===== config.mk =====
export PLATFORM = sky130hd
export DESIGN_NAME = paged_lookup
export DESIGN_NICKNAME = d
export VERILOG_FILES = /design/src/rtl/paged_lookup.sv
export SDC_FILE = /design/constraint.sdc
export NUM_CORES = 1
export LEC_CHECK = 0
export CAP_MARGIN = 10
export CORE_ASPECT_RATIO = 0.75
export CORE_MARGIN = 10
export CORE_UTILIZATION = 34
export CTS_BUF_LIST = sky130_fd_sc_hd__clkbuf_16
export CTS_CLUSTER_SIZE = 30
export DETAILED_ROUTE_END_ITERATION = 10
export GPL_TIMING_DRIVEN = 0
export HOLD_SLACK_MARGIN = 0.08
export PLACE_DENSITY = 0.83
export SETUP_SLACK_MARGIN = 0.2
export SYNTH_ARGS = -nofsm -noshare
export SYNTH_HDL_FRONTEND = slang
export SYNTH_SLANG_ARGS = --single-unit

===== constraint.sdc =====
create_clock -name clk -period 2.15 [get_ports clk]
set_clock_uncertainty 0.2 [all_clocks]
set_input_delay 0.3225 -clock clk [delete_from_list [all_inputs] [get_ports clk]]
set_output_delay 0.3225 -clock clk [all_outputs]
set_load 0.01 [all_outputs]

===== src/rtl/paged_lookup.sv =====
module paged_lookup #(
  parameter int PAGE_W = 7,
  parameter int PTR_W  = 3,
  parameter int ACC_W  = 4,
  parameter int WORD_W = 10
) (
  input  logic                             clk,
  input  logic                             rst_n,
  input  logic                             start,
  input  logic [PAGE_W-1:0]                page,
  input  logic [ACC_W-1:0]                 acc_in,
  input  logic                             d_load,
  input  logic [PTR_W-1:0]                 d_val,
  input  logic                             flag_set,
  input  logic                             flag_clr,
  output logic                             rom_en,
  output logic [PAGE_W+PTR_W+ACC_W-1:0]    rom_addr,
  input  logic [WORD_W-1:0]                rom_data,
  output logic                             done,
  output logic [ACC_W-1:0]                 acc_out,
  output logic [ACC_W-1:0]                 b_out,
  output logic [PTR_W-1:0]                 d_out,
  output logic                             upper_mode
);

  localparam int HI_W  = WORD_W - 2*ACC_W;
  localparam int PAD_W = PTR_W - HI_W;

  logic             busy;
  logic             mode_snap;
  logic             flag_q;
  logic             done_q;
  logic [ACC_W-1:0] a_q, b_q;
  logic [PTR_W-1:0] d_q;

  wire accept = start & ~busy;

  assign rom_en     = accept;
  assign rom_addr   = {page, d_q, acc_in};
  assign done       = done_q;
  assign acc_out    = a_q;
  assign b_out      = b_q;
  assign d_out      = d_q;
  assign upper_mode = flag_q;

  always_ff @(posedge clk or negedge rst_n) begin
    if (!rst_n) begin
      busy      <= 1'b0;
      done_q    <= 1'b0;
      mode_snap <= 1'b0;
      flag_q    <= 1'b0;
    end else begin
      busy   <= accept;
      done_q <= busy;
      if (accept) mode_snap <= flag_q;
      if (flag_clr)      flag_q <= 1'b0;
      else if (flag_set) flag_q <= 1'b1;
    end
  end

  always_ff @(posedge clk or negedge rst_n) begin
    if (!rst_n) begin
      a_q <= '0;
      b_q <= '0;
      d_q <= '0;
    end else if (busy) begin
      a_q <= rom_data[ACC_W-1:0];
      b_q <= rom_data[2*ACC_W-1:ACC_W];
      if (mode_snap) d_q <= {{PAD_W{1'b0}}, rom_data[WORD_W-1 -: HI_W]};
    end else if (d_load) begin
      d_q <= d_val;
    end
  end

endmodule



# Word-level counts from Yosys, hierarchy flattened
# Cells that the tools add are included.
[word_totals]
word_cells = 18
input_bits = 30
register_bits = 15
[classes]
n_eq_ne = 1
n_bitwise = 2
muxes = 5
n_reduce_logical = 3
[ops]
columns = ["operator", "count"]
rows = [
  ["$mux W3", 3],
  ["$reduce_bool A2 Y1", 2],
  ["$mux W1", 2],
  ["$ne A2 B1 Y1 const B", 1],
  ["$reduce_and A2 Y1", 1],
  ["$and A1 B1 Y1", 1],
  ["$not A1 Y1", 1],
]

# Logic depth before layout (Yosys ltp)
# Gate-level depths: netlist (run 1).
[logic_depth]
depth_word = 2
ltp_mapped = 3
ltp_nobuf = 2

# Least setup slack after synthesis (run 1)
# Ideal clock, no wire load.
[synth_path]
path_type = "register to register"
startpoint = "register busy"
endpoint = "register mode_snap"
path_slack_ns = 0.883
stages_incl_launch_ff = 3
arrival_ns = 0.942
path_buffers = 0
setup_ns = 0.125
period_less_slack_ns = 1.267
cell_sequence = "dfrtp_1 > nor2b_2 > mux2_4"
[synth_via]
elab_chain_cells = 2
[synth_lines]
columns = ["element", "line", "source"]
rows = [
  ["from (decl)", "29", "logic busy;"],
  ["from (signal assigned)", "53", "busy <= accept;"],
  ["$not A1 Y1", "36", "wire accept = start & ~busy;"],
  ["$and A1 B1 Y1", "36", ""],
  ["via rom_en", "16", "output logic rom_en,"],
  ["to (signal assigned)", "55", "if (accept) mode_snap <= flag_q;"],
  ["to (decl)", "30", "logic mode_snap;"],
]
# The timed path passes the listed nets, and every way through them passes these cells.
# A chain may end at the register's enable or synchronous reset.

# Worst setup path in the final report (run 1)
[layout_path]
startpoint = "register d_q[1], in the netlist d_out[1]"
endpoint = "output rom_addr[5]"
[layout_rtl]
columns = ["element", "line", "source"]
rows = [
  ["from (decl)", "34", "logic [PTR_W-1:0] d_q;"],
  ["from (signal assigned)", "69", "if (mode_snap) d_q <= {{PAD_W{1'b0}}, rom_data[WORD_W-1 -: HI_W]};"],
  ["from (signal assigned)", "71", "d_q <= d_val;"],
  ["to (decl)", "17", "output logic [PAGE_W+PTR_W+ACC_W-1:0] rom_addr,"],
]
# No word-level cell between the ends.

==> run_results.csv, run 1 <==
group,metric,value,unit
run_status,status,"finished, final reports clean",
layout,antenna_cells,0,
sta,finalSetupTns,0,ns
yosys,syn_inst,51,
placement,globalplace.congestion,0.600,
cts,cts_max_path_buffers,2,
floorplan,core,2010,sq um
yosys,yosysWarningCount,0,
yosys,syn_nets,81,
worst_setup_path,slowest_delay,0.52,ns
worst_setup_path,critical_path_required,1.63,ns
yosys,synth.lib_cells_used.distinct,10,
sta,setup_violations,0,
worst_setup_path,r2r_cells,2,
drt,wl,2.15,mm
placement,dp_hpwl,1.75,mm
drt,wl_per_cell,17.2,um
floorplan,dieArea,4370,sq um
floorplan,chipWidth,73.1,um
global_route,track_usage,0.0996,
worst_setup_path,cp-endpoint,"rom_addr[5]",
layout,synthToLayoutAreaGrowth,79.1,%
worst_setup_path,cpLargestDelayFamily,"buffers and inverters",
yosys,syn_area,718,sq um
layout,drive_above_1_share,0.277,
drt,postRouteAntennaNets,0,
yosys,synth.avg_cell_area,14.1,sq um
layout,multi_input_area,226,sq um
drt,dr.pass1.iters,2,
worst_setup_path,worstReg2RegStart,"busy",
sta,timing.final.max_slew_violations,0,
cts,htreeDepth,1,
yosys,yosysSeqAreaShare,0.523,
power,p_leak,0.584,nW
cts,clock_latency,0.24,ns
global_route,grt_pass1_vias,632,
worst_setup_path,reg2reg_slack,0.89,ns
cts,cts_setup_buffers,0,
drt,vias_per_cell,4.41,
worst_setup_path,critPathArrivalTime,1.28,ns
sta,final_hold_viol_count,0,
floorplan,row_count,14,
job,cap_violations,0,
worst_setup_path,path_cells,"buf_4 -> clkdlybuf4s50_1",
floorplan,boundaryPins,58,
sta,max_slew_margin,0.553,
yosys,synth-seq-cells,15,
global_route,antenna_found_initial,0,
worst_setup_path,setup.worst_path.end_class,"output pin",
floorplan,fp.dieH,59.8,um
power,max-vdd-ir-drop,0.000629,V
global_route,grt_pass1_wl,3.24,mm
cts,cts_buffers,3,
sta,timing.fmax,0.554,GHz
cts,cts-root-buf,"clkbuf_16",
global_route,overflow,0,
cts,cts_tree,"done",
cts,cts.clk_slew.worst_paths,0.05,ns
sta,worst_slack,0.345,ns
worst_setup_path,crit_fanout,4,
sta,rsz0062_at_grt,"no",
placement,portBuffers,46,
cts,cts.sinks,15,
worst_setup_path,start_kind,"flop",
placement,dp_slack,0.101,ns
worst_setup_path,cp-startpoint,"d_out[1]",
worst_hold_path,min_path_type,"input port to asynchronous set/reset pin",
worst_setup_path,slowest_stage,"clkdlybuf4s50_1",
drt,drc,0,
drt,vias,551,
drt,first_iter_violations,2,
power,power.density,782,nW/um^2
layout,nets,132,
cts,hold_buffers,0,
worst_setup_path,cp_num_buf_inv,2,
global_route,grt_max_degree,16,
worst_setup_path,worstSetupPathType,"flop to output pin",
worst_setup_path,timing.rr.end,"b_out[3]",
cts,cts_resized,1,
sta,period_share,0.840,
sta,worst_slew_pin_slew,0.669,ns
floorplan,start_util,0.357,
layout,seq_area,375,sq um
layout,fill_cells,172,
sta,min_period,1.81,ns
worst_setup_path,path_depth,2,
[synthesized netlist by cell type (all sizes together)]
cell | instances | area share
nand3b | 1 | 0.010
nor2b | 1 | 0.012
o21ai | 1 | 0.0070
mux2i | 7 | 0.098
nor2 | 2 | 0.010
buf | 15 | 0.16
mux2 | 9 | 0.18
dfrtp | 15 | 0.52
[power by group]
part | internal (mW) | switching (mW) | leakage (nW)
combinational | 0.202 | 0.0946 | 0.362
sequential | 0.324 | 0.0324 | 0.179
clock | 0.246 | 0.108 | 0.0423
[worst min-delay path by stage]
stage | depth (start not counted) | end | slack [ns] | start
3_5_place_dp | 0 | done | 0.30 | busy
5_1_grt | 1 | b_out[0] | 0.33 | rst_n
2_1_floorplan | 0 | acc_out[0] | -0.17 | rst_n
3_3_place_gp | 1 | acc_out[2] | 0.29 | acc_out[2]
4_1_cts | 1 | b_out[0] | 0.31 | rst_n
6_report | 1 | d_out[1] | 0.29 | rst_n
[final cells by class]
class	count	area share
Tap cell	24	0.0233
Clock buffer	3	0.0584
Clock inverter	1	0.00292
Multi-Input combinational cell	21	0.176
Timing Repair Buffer	46	0.357
Buffer	15	0.0905
Sequential cell	15	0.292
[registers in the layout, summed over array words and instances (netlist names)]
name,flops
mode_snap,1
d_out,3
b_out,4
done,1
upper_mode,1
acc_out,4
busy,1
[through the flow]
stage | cells | hold WS (ns) | power (mW) | instance area (sq um) | util
2_1_floorplan | 51 | -0.173 | 0.483 | 718 | -
3_3_place_gp | 121 | 0.291 | 0.653 | 1210 | 0.600
3_5_place_dp | 121 | 0.296 | 0.662 | 1210 | 0.600
4_1_cts | 125 | 0.311 | 1.03 | 1290 | 0.639
5_1_grt | 125 | 0.327 | 1.06 | 1290 | 0.639
6_report | 125 | 0.291 | 1.01 | 1290 | 0.639
[metal layers]
metal  part of all wire  wire length, um  track usage  vias to the layer above
met2               0.55             1180        0.196                       30
met5                  0                0            0                        -
met1               0.33              705       0.0810                      262
met4             0.0028                6       0.0243                        0
met3               0.12              251       0.0613                        2
li1                   -                -            -                      257
[layout by cell type, fill, tap and decap left out]
cell,count
clkdlybuf4s50_1,45
clkbuf_16,3
buf_6,1
mux2_2,2
mux2_4,7
o21ai_0,1
mux2i_1,7
buf_4,14
nor2b_2,1
nor2_1,2
inv_1,1
nand3b_1,1
dfrtp_1,15
dlygate4sd2_1,1
[cell families after synthesis]
logic type | Yosys count | synth area share
buf+inv | 15 | 0.162
mux | 16 | 0.275
simple gates | 4 | 0.0331
compound gates | 1 | 0.00696
flops | 15 | 0.523
Power figures use the tool's default switching activity.
==> run 2: changes to the inputs <==
--- a/config.mk
+++ b/config.mk
@@ -8,13 +8,13 @@
 export CAP_MARGIN = 10
 export CORE_ASPECT_RATIO = 0.75
 export CORE_MARGIN = 10
-export CORE_UTILIZATION = 34
+export CORE_UTILIZATION = 29
 export CTS_BUF_LIST = sky130_fd_sc_hd__clkbuf_16
 export CTS_CLUSTER_SIZE = 30
 export DETAILED_ROUTE_END_ITERATION = 10
 export GPL_TIMING_DRIVEN = 0
 export HOLD_SLACK_MARGIN = 0.08
-export PLACE_DENSITY = 0.83
+export PLACE_DENSITY = 0.75
 export SETUP_SLACK_MARGIN = 0.2
 export SYNTH_ARGS = -nofsm -noshare
 export SYNTH_HDL_FRONTEND = slang
==> constraint.sdc (replaced) <==
create_clock -name clk -period 1.45 [get_ports clk]
set_clock_uncertainty 0.2 [all_clocks]
set_input_delay 0.2175 -clock clk [delete_from_list [all_inputs] [get_ports clk]]
set_output_delay 0.2175 -clock clk [all_outputs]
set_load 0.01 [all_outputs]
==> run 2 against run 1 <==
  * Critical path depth unchanged
  * Sequential cell count unchanged
  * Worst hold slack got worse by 0.11 ns
  * Total power increased by 51%
  * Global-route usage decreased by 1.6 points
  * Clock power increased by 51%
  * Routed wire length decreased by 2.6%
  * Worst setup slack got worse by 0.22 ns
  * Largest power group is now the clock network
  * Register-to-register slack got worse by 0.74 ns
==> run_results.csv, run 2 (same netlist as run 1, synthesis figures left out) <==
group,metric,value,unit
run_status,status,"finished, final reports clean",
floorplan,chipWidth,77.5,um
cts,cts-root-buf,"clkbuf_16",
layout,final_cell_mix,"clkdlybuf4s50_1 (23), dfrtp_1 (14), buf_4 (13)",
layout,final_common_cell,"clkdlybuf4s50_1",
drt,postRouteAntennaNets,0,
drt,dr.pass1.iters,2,
layout,synthToLayoutAreaGrowth,90.6,%
worst_setup_path,critPathArrivalTime,0.91,ns
sta,whs,0.179,ns
layout,antenna_cells,0,
global_route,antenna_found_initial,0,
sta,final_hold_viol_count,0,
sta,min_period,1.33,ns
drt,wl,2.09,mm
placement,portBuffers,46,
worst_setup_path,slowest_delay,0.42,ns
sta,worst_slew_pin_slew,0.665,ns
power,power.density,1110,nW/um^2
layout,utilization,0.588,
worst_setup_path,crit_fanout,2,
sta,setup_violations,0,
worst_setup_path,setup.worst_path.end_class,"output pin",
worst_setup_path,critical_path_required,1.03,ns
worst_hold_path,min_path_type,"input port to asynchronous set/reset pin",
global_route,grt_pass1_wl,3.19,mm
layout,fill_cells,224,
drt,first_iter_violations,9,
power,max-vdd-ir-drop,0.000886,V
placement,globalplace.congestion,0.586,
worst_setup_path,start_kind,"flop",
layout,drive_above_1_share,0.500,
sta,timing.final.max_slew_violations,0,
job,cap_violations,0,
floorplan,dieArea,4890,sq um
cts,clock_latency,0.24,ns
global_route,grt_max_degree,16,
drt,vias,570,
sta,max_slew_margin,0.555,
sta,rsz0062_at_grt,"yes",
floorplan,core,2330,sq um
floorplan,row_count,15,
drt,drc,0,
cts,cts.clk_slew.worst_paths,0.05,ns
cts,cts_tree,"done",
layout,nets,139,
cts,hold_buffers,0,
drt,vias_per_cell,4.01,
global_route,grt_pass1_vias,655,
sta,worst_slack,0.124,ns
cts,htreeDepth,1,
worst_setup_path,slowest_stage,"dfrtp_2",
global_route,overflow,0,
worst_setup_path,worstSetupPathType,"flop to output pin",
global_route,track_usage,0.0841,
power,total_power,1.51,mW
cts,cts_buffers,3,
power,p_leak,0.689,nW
sta,timing.fmax,0.754,GHz
cts,cts.sinks,15,
cts,cts_max_path_buffers,2,
floorplan,start_util,0.309,
floorplan,boundaryPins,58,
floorplan,fp.dieH,63.1,um
placement,dp_slack,-0.353,ns
drt,wl_per_cell,14.7,um
sta,period_share,0.914,
worst_setup_path,path_cells,"nor2b_4 -> buf_6",
run 2: cell count changes in the layout (fill, tap and decap cells not counted), sizes merged:
cell,previous run,this run
inv,1,0
clkdlybuf4s50,45,23
dlymetal6s2s,0,4
clkinv,0,1
dlygate4sd2,1,2
buf,15,39
run 2: worst paths after layout:
kind	start	end	slack, ns	depth (start not counted)
hold / removal	rst_n	acc_out[3]	0.18	1
max in group asynchronous	rst_n	busy	0.40	1
setup / recovery	busy	rom_en	0.12	2
min in group clk	start	busy	0.26	3
hold reg to reg	b_out[3]	b_out[3]	0.30	1
setup reg to reg	busy	b_out[1]	0.15	3
run 2: layer usage:
metal	vias to the layer above	global-route usage	wire, um
met4	0	0.0136	8
met2	31	0.146	1060
met1	267	0.0911	891
met5	-	0	0
met3	2	0.0425	133
li1	270	-	-
run 2: area by class of cell:
class / count / area (sq um) / area share
Timing Repair Buffer: 53 / 502 / 0.367
Multi-Input combinational cell: 21 / 231 / 0.169
Buffer: 15 / 136 / 0.0996
Sequential cell: 15 / 377 / 0.275
Clock buffer: 3 / 75.1 / 0.0548
Tap cell: 34 / 42.5 / 0.0311
Clock inverter: 1 / 5.00 / 0.00366
run 2: stage by stage:
| stage | setup TNS (ns) | std cells | instance area, sq um |
|---|---|---|---|
| after global routing | 0 | 142 | 1370 |
| after CTS | 0 | 141 | 1340 |
| after floorplan | 0 | 51 | 723 |
| final | 0 | 142 | 1370 |
| after global placement | -0.367 | 131 | 1230 |
| after detailed placement | -0.354 | 131 | 1230 |
run 2: power by group:
group | internal [mW] | switching [mW] | total [mW] | leakage [nW]
combinational | 0.302 | 0.154 | 0.456 | 0.470
clock | 0.368 | 0.166 | 0.534 | 0.0409
sequential | 0.480 | 0.0452 | 0.525 | 0.178
run 2: what timing repair did:
item | in CTS | in global routing
resized for setup | 80 | 10
hold endpoints to repair | 0 | 0
setup endpoints to repair | 24 | 23
pin swaps | 0 | 0
gates cloned | 1 | 0
setup buffers | 5 | 1
run 2: critical path, delay by kind of cell (launching register included):
kind	cells	cell delay (ns)
buffers and inverters	1	0.11
and+or+nand+nor	1	0.13
DFF	1	0.42
